File: config.mk
export PLATFORM = sky130hd
export DESIGN_NAME = srp_host_port
export DESIGN_NICKNAME = d
export VERILOG_FILES = /design/src/rtl/srp_pkg.sv /design/src/rtl/srp_sync.sv /design/src/rtl/srp_frame.sv /design/src/rtl/srp_txdrv.sv /design/src/rtl/srp_host_port.sv
export SDC_FILE = /design/constraint.sdc
export NUM_CORES = 1
export LEC_CHECK = 0
export CORE_UTILIZATION = 45
export DETAILED_ROUTE_END_ITERATION = 10
export GPL_TIMING_DRIVEN = 0
export HOLD_SLACK_MARGIN = 0.02
export PLACE_DENSITY = 0.71
export SLEW_MARGIN = 30
export SYNTH_ARGS = -nofsm -noshare
export SYNTH_HDL_FRONTEND = slang
export SYNTH_SLANG_ARGS = --single-unit
File: constraint.sdc
create_clock -name clk -period 1.7 [get_ports clk]
set_input_delay 0.34 -clock clk [delete_from_list [all_inputs] [get_ports clk]]
set_output_delay 0.34 -clock clk [all_outputs]
set_load 0.02 [all_outputs]
File: src/rtl/srp_pkg.sv
// Package: shared types for the serial register port.
// Assumes nothing beyond being compiled before the modules that import it.
package srp_pkg;
    // Per-transaction wire convention chosen at chip-select activation.
    typedef enum logic {
        XFER_SPI   = 1'b0,
        XFER_SHIFT = 1'b1
    } xfer_mode_e;
endpackage

File: src/rtl/srp_sync.sv
// Module: srp_sync
// Multi-stage synchronizer for a vector of asynchronous pins.
// Assumes every bit toggles slowly relative to clk; bits are independent.
module srp_sync #(
    parameter int          W       = 4,
    parameter int          STAGES  = 2,
    parameter logic [W-1:0] RST_VAL = '0
) (
    input  logic         clk,
    input  logic         rst_n,
    input  logic [W-1:0] async_i,
    output logic [W-1:0] sync_o
);
    logic [W-1:0] stg [STAGES];

    // Shift the raw pin values through the flop chain.
    always_ff @(posedge clk) begin
        if (!rst_n) begin
            for (int i = 0; i < STAGES; i++) stg[i] <= RST_VAL;
        end else begin
            stg[0] <= async_i;
            for (int i = 1; i < STAGES; i++) stg[i] <= stg[i-1];
        end
    end

    assign sync_o = stg[STAGES-1];
endmodule

File: src/rtl/srp_frame.sv
// Module: srp_frame
// Frame engine: detects chip-select and clock edges, latches the mode,
// counts rising clock edges, and assembles the command and data bytes.
// Assumes synchronized inputs and power-of-two byte widths.
module srp_frame
    import srp_pkg::*;
#(
    parameter int CMD_W  = 8,
    parameter int DATA_W = 8,
    parameter int CNT_W  = 5
) (
    input  logic              clk,
    input  logic              rst_n,
    input  logic              cs_n_s,
    input  logic              sclk_s,
    input  logic              dq1_s,
    input  logic              d2_s,
    output xfer_mode_e        mode,
    output logic              active,
    output logic [CNT_W-1:0]  cnt,
    output logic              sclk_fall,
    output logic [CMD_W-1:0]  cmd_q,
    output logic [DATA_W-1:0] data_q,
    output logic              cmd_done,
    output logic              data_done
);
    localparam int TOTAL = CMD_W + DATA_W;
    localparam int CI    = $clog2(CMD_W);
    localparam int DI    = $clog2(DATA_W);

    logic          cs_n_d, sclk_d, cs_fall, sclk_rise, din;
    logic [CI-1:0] cmd_idx;
    logic [DI-1:0] dat_off, dat_idx;

    // Keep the previous synchronized levels for edge detection.
    always_ff @(posedge clk) begin
        if (!rst_n) begin
            cs_n_d <= 1'b1;
            sclk_d <= 1'b0;
        end else begin
            cs_n_d <= cs_n_s;
            sclk_d <= sclk_s;
        end
    end

    assign cs_fall   = cs_n_d & ~cs_n_s;
    assign active    = ~cs_n_s & ~cs_n_d;
    assign sclk_rise = active & ~sclk_d & sclk_s;
    assign sclk_fall = active & sclk_d & ~sclk_s;
    assign din       = (mode == XFER_SHIFT) ? dq1_s : d2_s;

    // Bit positions for the incoming bit; the order depends on the mode.
    always_comb begin
        dat_off = cnt[DI-1:0] - DI'(CMD_W);
        if (mode == XFER_SHIFT) begin
            cmd_idx = cnt[CI-1:0];
            dat_idx = dat_off;
        end else begin
            cmd_idx = CI'(CMD_W - 1) - cnt[CI-1:0];
            dat_idx = DI'(DATA_W - 1) - dat_off;
        end
    end

    // Latch the convention from the clock level at chip-select activation.
    always_ff @(posedge clk) begin
        if (!rst_n)       mode <= XFER_SPI;
        else if (cs_fall) mode <= sclk_s ? XFER_SHIFT : XFER_SPI;
    end

    // Count rising edges, saturating at the frame length and clearing when idle.
    always_ff @(posedge clk) begin
        if (!rst_n || !active)                        cnt <= '0;
        else if (sclk_rise && cnt < CNT_W'(TOTAL))    cnt <= cnt + 1'b1;
    end

    // Assemble the command and data bytes from the sampled bits.
    always_ff @(posedge clk) begin
        if (!rst_n) begin
            cmd_q  <= '0;
            data_q <= '0;
        end else if (sclk_rise) begin
            if (cnt < CNT_W'(CMD_W))      cmd_q[cmd_idx]  <= din;
            else if (cnt < CNT_W'(TOTAL)) data_q[dat_idx] <= din;
        end
    end

    // One-cycle markers, one cycle after the last bit of each byte.
    always_ff @(posedge clk) begin
        if (!rst_n) begin
            cmd_done  <= 1'b0;
            data_done <= 1'b0;
        end else begin
            cmd_done  <= sclk_rise && (cnt == CNT_W'(CMD_W - 1));
            data_done <= sclk_rise && (cnt == CNT_W'(TOTAL - 1));
        end
    end
endmodule

File: src/rtl/srp_txdrv.sv
// Module: srp_txdrv
// Read-data driver: holds the fetched byte and presents one bit per
// falling clock edge on data pin 1. It also generates the pin's output enable.
// Assumes load arrives before the first falling edge of the data byte.
module srp_txdrv
    import srp_pkg::*;
#(
    parameter int CMD_W  = 8,
    parameter int DATA_W = 8,
    parameter int CNT_W  = 5
) (
    input  logic              clk,
    input  logic              rst_n,
    input  xfer_mode_e        mode,
    input  logic              active,
    input  logic [CNT_W-1:0]  cnt,
    input  logic              sclk_fall,
    input  logic              is_read,
    input  logic              load,
    input  logic [DATA_W-1:0] load_val,
    output logic              dq1_o,
    output logic              dq1_oe
);
    localparam int TOTAL = CMD_W + DATA_W;
    localparam int DI    = $clog2(DATA_W);

    logic [DATA_W-1:0] rd_q;
    logic              dout_q, in_data;
    logic [DI-1:0]     k_off, k_idx;

    assign in_data = (cnt >= CNT_W'(CMD_W)) && (cnt < CNT_W'(TOTAL));

    // Bit of the read byte the host samples at the next rising edge.
    always_comb begin
        k_off = cnt[DI-1:0] - DI'(CMD_W);
        k_idx = (mode == XFER_SHIFT) ? k_off : DI'(DATA_W - 1) - k_off;
    end

    // Load the fetched byte, then step through it on falling edges.
    always_ff @(posedge clk) begin
        if (!rst_n) begin
            rd_q   <= '0;
            dout_q <= 1'b0;
        end else if (!active) begin
            dout_q <= 1'b0;
        end else if (load) begin
            rd_q   <= load_val;
            dout_q <= load_val[k_idx];
        end else if (sclk_fall && in_data && is_read) begin
            dout_q <= rd_q[k_idx];
        end
    end

    assign dq1_oe = active & ((mode == XFER_SPI) | (is_read & in_data));
    assign dq1_o  = dout_q & dq1_oe;
endmodule

File: src/rtl/srp_host_port.sv
// Module: srp_host_port (top)
// Serial host port that chooses its wire convention at each chip-select
// activation and turns each 16-bit frame into one register-bus access.
// Assumes the serial clock half-period spans at least six clk cycles and
// that bus_rdata is valid in the cycle after reg_rd.
module srp_host_port
    import srp_pkg::*;
#(
    parameter int ADDR_W      = 6,
    parameter int DATA_W      = 8,
    parameter int SYNC_STAGES = 2
) (
    input  logic              clk,
    input  logic              rst_n,
    input  logic              cs_n,
    input  logic              sclk,
    input  logic              dq1_i,
    output logic              dq1_o,
    output logic              dq1_oe,
    input  logic              d2_i,
    output logic [ADDR_W-1:0] bus_addr,
    output logic [DATA_W-1:0] bus_wdata,
    output logic              reg_wr,
    output logic              reg_rd,
    input  logic [DATA_W-1:0] bus_rdata,
    output logic              pmem_wr
);
    localparam int CMD_W  = ADDR_W + 2;
    localparam int RD_BIT = CMD_W - 1;
    localparam int PM_BIT = CMD_W - 2;
    localparam int TOTAL  = CMD_W + DATA_W;
    localparam int CNT_W  = $clog2(TOTAL + 1);

    logic [3:0]        pins_s;
    xfer_mode_e        mode;
    logic              active, sclk_fall, cmd_done, data_done, ld_q;
    logic [CNT_W-1:0]  cnt;
    logic [CMD_W-1:0]  cmd_q;
    logic [DATA_W-1:0] data_q, load_val;
    logic              is_read, is_prog;

    srp_sync #(.W(4), .STAGES(SYNC_STAGES), .RST_VAL(4'b0001)) u_sync (
        .clk     (clk),
        .rst_n   (rst_n),
        .async_i ({d2_i, dq1_i, sclk, cs_n}),
        .sync_o  (pins_s)
    );

    srp_frame #(.CMD_W(CMD_W), .DATA_W(DATA_W), .CNT_W(CNT_W)) u_frame (
        .clk       (clk),
        .rst_n     (rst_n),
        .cs_n_s    (pins_s[0]),
        .sclk_s    (pins_s[1]),
        .dq1_s     (pins_s[2]),
        .d2_s      (pins_s[3]),
        .mode      (mode),
        .active    (active),
        .cnt       (cnt),
        .sclk_fall (sclk_fall),
        .cmd_q     (cmd_q),
        .data_q    (data_q),
        .cmd_done  (cmd_done),
        .data_done (data_done)
    );

    assign is_read = cmd_q[RD_BIT];
    assign is_prog = cmd_q[PM_BIT];

    // Remember a pending read so the returned byte is taken one cycle later.
    always_ff @(posedge clk) begin
        if (!rst_n) ld_q <= 1'b0;
        else        ld_q <= cmd_done & is_read;
    end

    assign load_val = is_prog ? '0 : bus_rdata;

    srp_txdrv #(.CMD_W(CMD_W), .DATA_W(DATA_W), .CNT_W(CNT_W)) u_tx (
        .clk       (clk),
        .rst_n     (rst_n),
        .mode      (mode),
        .active    (active),
        .cnt       (cnt),
        .sclk_fall (sclk_fall),
        .is_read   (is_read),
        .load      (ld_q),
        .load_val  (load_val),
        .dq1_o     (dq1_o),
        .dq1_oe    (dq1_oe)
    );

    assign bus_addr  = cmd_q[ADDR_W-1:0];
    assign bus_wdata = data_q;
    assign reg_rd    = cmd_done & is_read & ~is_prog;
    assign reg_wr    = data_done & ~is_read & ~is_prog;
    assign pmem_wr   = data_done & ~is_read & is_prog;
endmodule

==> results_dict.tcl, run 1 <==
set metrics [dict create \
    outcome "complete, but fails checks" \
    violations "setup timing" \
    dieArea_um2 5326 \
    start_kind "register" \
    path_clk_slew_ns 0.09 \
    cp_slowest_cell "or4_4" \
    max_slew_margin_pct 68.48 \
    layout.cells.non_filler 356 \
    dp_hpwl_mm 3.550 \
    path_cells "or2_4 > or4_4 > buf_12 > nor2b_4 > mux2i_1 > nor2b_1" \
    drv_slew 0 \
    critical_path.max_fanout 10 \
    root_buffer "clkbuf_8" \
    syn_area_um2 2267 \
    period_minus_slack_ns 1.755 \
    rows 25 \
    finalCritPeriodShare_pct 103.2 \
    yosysMostFrequentCell "dfxtp_1" \
    synth_seq_cells 44 \
    post_dp_cell_area_um2 2661 \
    grt_max_degree 14 \
    avgSynthCellArea_um2 9.179 \
    grt_pass1_wl_mm 8.073 \
    ys.flop_type "dfxtp_1" \
    core_region_area_um2 4786 \
    synth_top_area_cell "dfxtp_1" \
    power.share.clock_pct 35.9 \
    numPortBuffers 31 \
    hold_path_class "input port to register" \
    switching_power_uw 400.8 \
    max_stage_delay_ns 0.51 \
    synthArstFlopShare_pct 0 \
    rsz0062_at_grt "true" \
    fin_worst_skew_ns 0.01299 \
    htree_levels 2 \
    clock_latency_ns 0.30 \
    p_seq_share_pct 58.8 \
    tns_ns -0.2878 \
    start_util_pct 47.37 \
    overflow 0 \
    synth.distinct_cells 46 \
    swShare_pct 22.64 \
    dr.pass1.iters 4 \
    pre_cts_ws_ns -0.4611 \
    routed_wl_mm 5.183 \
    area_growth_pct 26.21 \
    vias_per_cell 5.346 \
    finish.instance_area_um2 2861 \
    grt_pass1_vias 1662 \
    crit_required_ns 1.89 \
    syn-instance-count 247 \
    setup_violations 7 \
    fin_util_pct 59.79 \
    place_congestion 0.8283 \
    antenna_found_initial 0 \
    ys_top_cells_by_count "dfxtp_1 (44), nor2b_1 (21), nand2_1 (17), nor2_1 (15), mux2i_1 (14)" \
    drcViolationCount 0 \
    synth_top_cell_area_share_pct 38.85 \
    end_kind "register" \
    globalRouteTotalUtil_pct 20.05 \
    wire_per_inst_um 14.56 \
    cap_violations 0 \
    cts_buffer_depth 2 \
    initialDrtViolationCount 125 \
    die_h_um 72.98 \
    syn_nets 263 \
    whs_ns 0.4084 \
    hold_violations 0 \
    drive_gt1_share_pct 20.42 \
    finalPower_mw 1.771 \
    cts-buffers-inserted 5 \
    ios 33 \
    powerDensity_nw_per_um2 618.9 \
    worst_slack_ns -0.05520 \
    synth_edf_count 0 \
    irDropWorstVdd_uv 460.2 \
    ant_nets 0 \
    worstMarginPinSlew_ns 0.4728 \
    antennaDiodeCount 0 \
    ys_warn_count 0 \
    seq_area_frac_synth_pct 38.85 \
    power.internal_mw 1.370 \
    power.static_leakage_nw 1.030 \
    pwr-share-comb_pct 5.2 \
    max_freq_ghz 0.5697 \
    cp.arrival_ns 1.94 \
    vias 1903 \
    crit_type "register to register" \
    nets 305 \
    cts_tree "done" \
    die_w_um 72.98 \
    synthTopCellsByArea "dfxtp_1 (39%), mux2i_1 (6.2%), nor2b_1 (5.8%), nor3b_1 (4.3%), nor2b_4 (3.0%)" \
    clock_sinks 44 \
    placed_cells_incl_taps 345 \
]
registers in the layout (all words and copies together) (netlist names):
register           count
u_sync.stg             8
u_frame.cmd_q          8
u_frame.data_done      1
u_tx.rd_q              8
u_frame.cs_n_d         1
u_frame.cmd_done       1
u_tx.dout_q            1
u_frame.sclk_d         1
u_frame.cnt            5
u_frame.data_q         8
ld_q                   1
u_frame.mode           1
cells by family after synthesis:
| logic type | Yosys count | share of synthesized area, % |
|---|---|---|
| XOR/XNOR | 3 | 1.159 |
| AO/OA/AOI/OAI | 39 | 11.76 |
| AND/OR/NAND/NOR | 116 | 31.46 |
| multiplexers | 18 | 9.657 |
| flip-flops | 44 | 38.85 |
| buffers and inverters | 25 | 6.016 |
| adder cells (fa/ha/maj) | 2 | 1.104 |
area by class of cell:
cell class / count / area [µm²]
Sequential cell: 44 / 895.9
Tap cell: 67 / 83.83
Inverter: 5 / 18.77
Timing Repair Buffer: 35 / 336.6
Clock inverter: 2 / 12.51
Multi-Input combinational cell: 178 / 1291
Buffer: 20 / 153.9
Fill cell: 429 / 1924
Clock buffer: 5 / 68.82
cells in the final DEF, fill, tap and decap left out, drive strengths merged, types with 3 or more instances in the layout:
master	Yosys	routed
o22ai	8	8
mux4	3	3
or2	5	5
and3	3	3
mux2i	14	14
nor2b	26	26
nand2	17	17
inv	5	5
a22oi	4	4
dfxtp	44	44
nor2	15	15
and2	10	10
nor3	4	4
dlymetal6s2s	0	4
nor3b	13	13
clkdlybuf4s50	0	22
buf	13	19
a21oi	12	12
a21boi	3	3
nand3	5	5
nand2b	10	10
clkbuf	7	14
per-layer routing:
layer | global-route usage [%] | vias up | share of wire [%]
met5 | 0 | - | 0
li1 | - | 937 | -
met1 | 27.54 | 922 | 47
met3 | 3.729 | 5 | 4.0
met4 | 6.536 | 0 | 1.0
met2 | 31.69 | 39 | 48
repair_timing:
item	CTS	global route
pin swaps	0	3
hold buffers	0	0
resized for setup	31	26
buffers inserted	1	3
endpoints found under the hold margin	0	0
setup endpoints to repair	20	21
final timing paths:
kind,start,end,slack [ns],depth (start not counted)
worst max-delay path,u_frame.cs_n_d$_SDFF_PN1_,u_frame.cmd_q[3]$_SDFFE_PN0P_,-0.06,6
worst min-delay path,rst_n,u_frame.cmd_q[7]$_SDFFE_PN0P_,0.41,2
worst max register to register,u_frame.cs_n_d$_SDFF_PN1_,u_frame.cmd_q[3]$_SDFFE_PN0P_,-0.06,6
worst min register to register,u_sync.stg[0][0]$_SDFF_PN1_,u_sync.stg[0][4]$_SDFF_PN1_,0.43,1
worst max-delay path: cells and delay by family, from the launching register on:
family	cells	cell delay [ns]
and+or+nand+nor	4	0.95
DFF	1	0.33
muxes	1	0.18
buffers and inverters	1	0.17
power by group through the flow:
| stage | Combinational, mW | Clock, mW | Sequential [mW] |
|---|---|---|---|
| 2_1_floorplan | 0.0455 | 0 | 1.07 |
| 3_3_place_gp | 0.0902 | 0 | 1.07 |
| 3_5_place_dp | 0.0905 | 0 | 1.07 |
| 4_1_cts | 0.0919 | 0.644 | 1.04 |
| 5_1_grt | 0.101 | 0.691 | 1.04 |
| 6_report | 0.0926 | 0.636 | 1.04 |
No activity file was read; power rests on OpenSTA's default activity.
==> run 2, diff against run 1 <==
- RECOVER_POWER: default -> 100
==> run 2 against run 1 <==
The flow still finishes with violations (setup timing). Via count barely moved. First-iteration DRC count is 14% lower. Clock power down 0.6%. Global-route usage unchanged. Routed wire length about the same. Register-to-register slack hardly changed. Non-clock buffer count unchanged. Hold slack improved by 0.0033 ns. Critical path type unchanged. Largest cell class unchanged.
==> results_dict.tcl, run 2 (synthesized netlist as in run 1, its figures left out) <==
set metrics [dict create \
    outcome "complete, but fails checks" \
    violations "setup timing" \
    critPathCapture "u_frame.cmd_q[3]$_SDFFE_PN0P_" \
    grt_max_degree 14 \
    vias 1902 \
    r2r_cells 6 \
    cap_violations 0 \
    initialDrtViolationCount 107 \
    max_stage_delay_ns 0.51 \
    drv_slew 0 \
    fin_worst_skew_ns 0.008817 \
    ios 33 \
    layout_common_cells "dfxtp_1 (36), nor2b_1 (21), clkdlybuf4s50_1 (20)" \
    grt_pass1_wl_mm 8.073 \
    setup_violations 7 \
    start_util_pct 47.37 \
    routed_wl_mm 5.188 \
    finalCritPeriodShare_pct 103.2 \
    clock_latency_ns 0.30 \
    cp-startpoint "u_frame.cs_n_d$_SDFF_PN1_" \
    place_congestion 0.8283 \
    dr.pass1.iters 4 \
    grt_pass1_vias 1662 \
    path_clk_slew_ns 0.08 \
    htree_levels 2 \
    worst_slack_ns -0.05386 \
    rsz0062_at_grt "true" \
    fin_util_pct 59.79 \
    worstMarginPinSlew_ns 0.4733 \
    dieArea_um2 5326 \
    top_usage_layer "met2" \
    antenna_found_initial 0 \
    use_met2_pct 31.69 \
    crit_required_ns 1.89 \
    max_slew_margin_pct 68.44 \
    gr-usage-met1_pct 27.54 \
    r2r_start "u_frame.cs_n_d$_SDFF_PN1_" \
    overflow 0 \
    antennaDiodeCount 0 \
    root_buffer "clkbuf_8" \
    post_dp_cell_area_um2 2661 \
    critical_path.max_fanout 10 \
    drcViolationCount 0 \
    finalPower_mw 1.765 \
    period_minus_slack_ns 1.754 \
    crit_type "register to register" \
    die_w_um 72.98 \
    fillers 429 \
    dp_hpwl_mm 3.550 \
    powerDensity_nw_per_um2 616.9 \
    power.static_leakage_nw 1.029 \
    tns_ns -0.2970 \
    cts_tree "done" \
    die_h_um 72.98 \
    cts-buffers-inserted 5 \
    numPortBuffers 31 \
    whs_ns 0.4117 \
    cp_slowest_cell "or4_4" \
    area_growth_pct 26.21 \
    path_cells "or2_4 > or4_4 > buf_12 > nor2b_4 > mux2i_1 > nor2b_1" \
    nets 305 \
    cp.arrival_ns 1.94 \
    end_kind "register" \
    globalRouteTotalUtil_pct 20.05 \
    max_freq_ghz 0.5702 \
    r2r_slack_ns -0.05 \
    clock_sinks 44 \
    cts_buffer_depth 2 \
    start_kind "register" \
    hold_violations 0 \
    hold_path_class "input port to register" \
    final_common_cell "dfxtp_1" \
    wire_per_inst_um 14.57 \
    drive_gt1_share_pct 20.42 \
    worst_r2r_endpoint "u_frame.cmd_q[3]$_SDFFE_PN0P_" \
    use_met3_pct 3.729 \
    ant_nets 0 \
    core_region_area_um2 4786 \
    irDropWorstVdd_uv 451.3 \
    finish.instance_area_um2 2861 \
    rows 25 \
    vias_per_cell 5.343 \
]
## run 2: cell count changes in the layout (fill, tap and decap cells not counted), sizes merged
cell,change
dlygate4sd3,+2
clkdlybuf4s50,-2
## run 2: worst min-delay path by stage
stage | end | from | depth (start not counted) | slack [ns]
after floorplan | u_sync.stg[0][4]$_SDFF_PN1_ | u_sync.stg[0][0]$_SDFF_PN1_ | 1 | 0.39
after global placement | u_sync.stg[0][4]$_SDFF_PN1_ | u_sync.stg[0][0]$_SDFF_PN1_ | 1 | 0.39
after detailed placement | u_sync.stg[0][4]$_SDFF_PN1_ | u_sync.stg[0][0]$_SDFF_PN1_ | 1 | 0.41
after CTS | u_frame.cmd_q[7]$_SDFFE_PN0P_ | rst_n | 2 | 0.42
after global routing | u_sync.stg[0][4]$_SDFF_PN1_ | u_sync.stg[0][0]$_SDFF_PN1_ | 1 | 0.45
final | u_sync.stg[0][0]$_SDFF_PN1_ | rst_n | 2 | 0.41
## run 2: layer usage
layer	vias to the layer above	share of wire [%]	wire, µm
li1	938	-	-
met4	0	1.0	53
met2	37	49	2526
met3	5	3.8	198
met5	-	0	0
met1	922	46	2410
## run 2: what timing repair did
action | CTS | global route
buffers inserted | 1 | 3
hold buffers | 0 | 0
setup endpoints to repair | 20 | 21
resized for setup | 31 | 26
cloned | 0 | 0
pin swaps | 0 | 3
## run 2: layout make-up
| type | count | area, µm² | area share [%] |
|---|---|---|---|
| timing repair buffer | 35 | 336.6 | 11.76 |
| buffer | 20 | 153.9 | 5.378 |
| inverter | 5 | 18.77 | 0.6559 |
| multi-input combinational | 178 | 1291 | 45.12 |
| sequential | 44 | 895.9 | 31.31 |
| clock inverter | 2 | 12.51 | 0.4373 |
| tap | 67 | 83.83 | 2.930 |
| clock buffer | 5 | 68.82 | 2.405 |
## run 2: critical path, delay by kind of cell (launching register included)
kind / cells / cell delay (ns)
mux: 1 / 0.18
buf+inv: 1 / 0.17
simple gates: 4 / 0.95
flops: 1 / 0.33
## run 2: through the flow
stage	setup slack (ns)	cells
after floorplan	0.06553	247
after global placement	-0.4442	345
after detailed placement	-0.4611	345
after CTS	-0.04559	353
after global routing	-0.1277	356
final	-0.05386	356
## run 2: where the power goes
group	internal, mW	total [mW]	leakage, nW	switching (mW)
Clock	0.279	0.632	0.0400	0.354
Sequential	1.04	1.04	0.360	0.00488
Combinational	0.0532	0.0910	0.628	0.0378
Total	1.37	1.77	1.03	0.397
==> run 3, diff against run 2 <==
- SETUP_SLACK_MARGIN: default -> 0.02
- SLEW_MARGIN: 30 -> 20
==> run 3 against run 2 <==
Total power rose by 0.61%. The flow still finishes with violations (setup timing). Worst setup slack got worse by 0.011 ns. Register-to-register slack barely moved. Hold slack got worse by 0.0026 ns. First-iteration DRC count rose by 37%. Global-route usage did not move. Sequential power barely moved. Largest power group unchanged.
==> results_dict.tcl, run 3 (synthesized netlist as in run 1, its figures left out) <==
set metrics [dict create \
    outcome "complete, but fails checks" \
    violations "setup timing" \
    die_w_um 72.98 \
    rsz0062_at_grt "true" \
    cp_slowest_cell "or4_4" \
    min_from "rst_n" \
    cts_tree "done" \
    rows 25 \
    dp_hpwl_mm 3.550 \
    setup_violations 8 \
    path_cells "or2_4 > or4_4 > buf_12 > nor2b_4 > mux2i_1 > nor2b_1" \
    path_delay_family "simple AND/OR/NAND/NOR gates" \
    post_dp_cell_area_um2 2661 \
    worst_r2r_endpoint "u_frame.cmd_q[3]$_SDFFE_PN0P_" \
    period_minus_slack_ns 1.764 \
    layout_common_cells "dfxtp_1 (38), nor2b_1 (20), clkdlybuf4s50_1 (18)" \
    max_slew_margin_pct 67.53 \
    hold_violations 0 \
    swShare_pct 22.89 \
    max_freq_ghz 0.5668 \
    powerDensity_nw_per_um2 607.9 \
    antennaDiodeCount 0 \
    r2r_cells 6 \
    power.share.clock_pct 36.1 \
    crit_type "register to register" \
    initialDrtViolationCount 147 \
    area_growth_pct 28.86 \
    fin_util_pct 61.05 \
    r2r_slack_ns -0.06 \
    nets 311 \
    start_util_pct 47.37 \
    drcViolationCount 0 \
    vias_per_cell 5.323 \
    start_kind "register" \
    irDropWorstVdd_uv 435.5 \
    r2r_start "u_frame.cs_n_d$_SDFF_PN1_" \
    ant_nets 0 \
    htree_levels 2 \
    drive_gt1_share_pct 22.03 \
    place_congestion 0.8283 \
    clock_sinks 44 \
    finish.instance_area_um2 2922 \
    pwr-share-comb_pct 5.2 \
    cts-buffers-inserted 5 \
    root_buffer "clkbuf_8" \
    antenna_found_initial 0 \
    grt_pass1_vias 1660 \
    critical_path.max_fanout 5 \
    finalCritPeriodShare_pct 103.8 \
    worst_slack_ns -0.06442 \
    seq_area_um2 893.4 \
    end_kind "register" \
    routed_wl_mm 5.338 \
    multi_input_area_um2 1297 \
    critPathBufInv 1 \
    cap_violations 0 \
    core_region_area_um2 4786 \
    die_h_um 72.98 \
    fillers 427 \
    fin_worst_skew_ns 0.007843 \
    vias 1927 \
    switching_power_uw 406.6 \
    path_clk_slew_ns 0.08 \
    power.static_leakage_nw 1.101 \
    wire_per_inst_um 14.75 \
    finalPower_mw 1.776 \
    drv_slew 0 \
    hold_path_class "input port to register" \
    grt_pass1_wl_mm 8.073 \
    ios 33 \
    numPortBuffers 31 \
    min_to "u_sync.stg[0][0]$_SDFF_PN1_" \
    power.internal_mw 1.369 \
    grt_max_degree 14 \
    dieArea_um2 5326 \
    hold_depth 2 \
    overflow 0 \
    worstMarginPinSlew_ns 0.4826 \
    cp.arrival_ns 1.95 \
    crit_required_ns 1.89 \
    globalRouteTotalUtil_pct 20.05 \
    max_stage_delay_ns 0.53 \
    final_common_cell "dfxtp_1" \
    clock_latency_ns 0.30 \
    p_seq_share_pct 58.7 \
    cts_buffer_depth 2 \
    dr.pass1.iters 4 \
]
[run 3: cell types whose count changed in the layout (fill, tap and decap cells not counted), sizes merged]
cell	change
buf	+6
clkbuf	+1
clkdlybuf4s15	-1
clkdlybuf4s50	-2
dlymetal6s2s	+2
[run 3: worst register-to-register path: stages (launching register included)]
cell and delay [ns]:
dfxtp_2 0.33, or2_4 0.27, or4_4 0.53, buf_12 0.18
nor2b_4 0.10, mux2i_1 0.18, nor2b_1 0.06
[run 3: power by group through the flow]
stage,combinational [mW],sequential [mW],clock [mW]
after floorplan,0.0455,1.07,0
after global placement,0.0902,1.07,0
after detailed placement,0.0905,1.07,0
after CTS,0.0919,1.04,0.644
after global routing,0.100,1.04,0.694
final,0.0927,1.04,0.641
[run 3: worst max path at each step]
stage	from	end	depth (start not counted)
global placement	bus_rdata[2]	u_tx.dout_q$_SDFFE_PN0P_	5
detailed placement	bus_rdata[5]	u_tx.dout_q$_SDFFE_PN0P_	5
floorplan	u_frame.cs_n_d$_SDFF_PN1_	u_frame.cmd_q[4]$_SDFFE_PN0P_	6
CTS	u_frame.cs_n_d$_SDFF_PN1_	u_frame.cmd_q[4]$_SDFFE_PN0P_	6
finish	u_frame.cs_n_d$_SDFF_PN1_	u_frame.cmd_q[3]$_SDFFE_PN0P_	6
global route	u_frame.cs_n_d$_SDFF_PN1_	u_frame.cmd_q[3]$_SDFFE_PN0P_	6
[run 3: what timing repair did]
action,in CTS,in global routing
hold endpoints to repair,0,0
endpoints found under the setup margin,20,24
hold buffers,0,0
setup buffers,1,8
pin swaps,1,6
gates cloned,0,1
gates resized for setup,32,26
[run 3: final cells by class]
type / instances / area share [%]
clock inverters: 2 / 0.4283
clock buffers: 5 / 2.355
multi-input cells: 178 / 44.41
repair buffers: 41 / 13.66
plain buffers: 20 / 5.054
well taps: 67 / 2.869
flip-flops and latches: 44 / 30.58
inverters: 5 / 0.6424
[run 3: metal layers]
metal	track usage [%]	vias up	part of all wire, %
li1	-	948	-
met1	27.54	928	46
met2	31.69	46	48
met3	3.729	5	4.5
met4	6.536	0	0.99
met5	0	-	0
[run 3: metrics by stage]
step | setup slack, ns | TNS [ns] | hold slack (ns) | instances
after floorplan | 0.06553 | 0 | 0.3863 | 247
after global placement | -0.4442 | -1.280 | 0.3885 | 345
after detailed placement | -0.4611 | -1.352 | 0.4112 | 345
after CTS | -0.04559 | -0.2516 | 0.4214 | 353
after global routing | -0.1380 | -1.138 | 0.4460 | 362
final | -0.06442 | -0.4187 | 0.4091 | 362
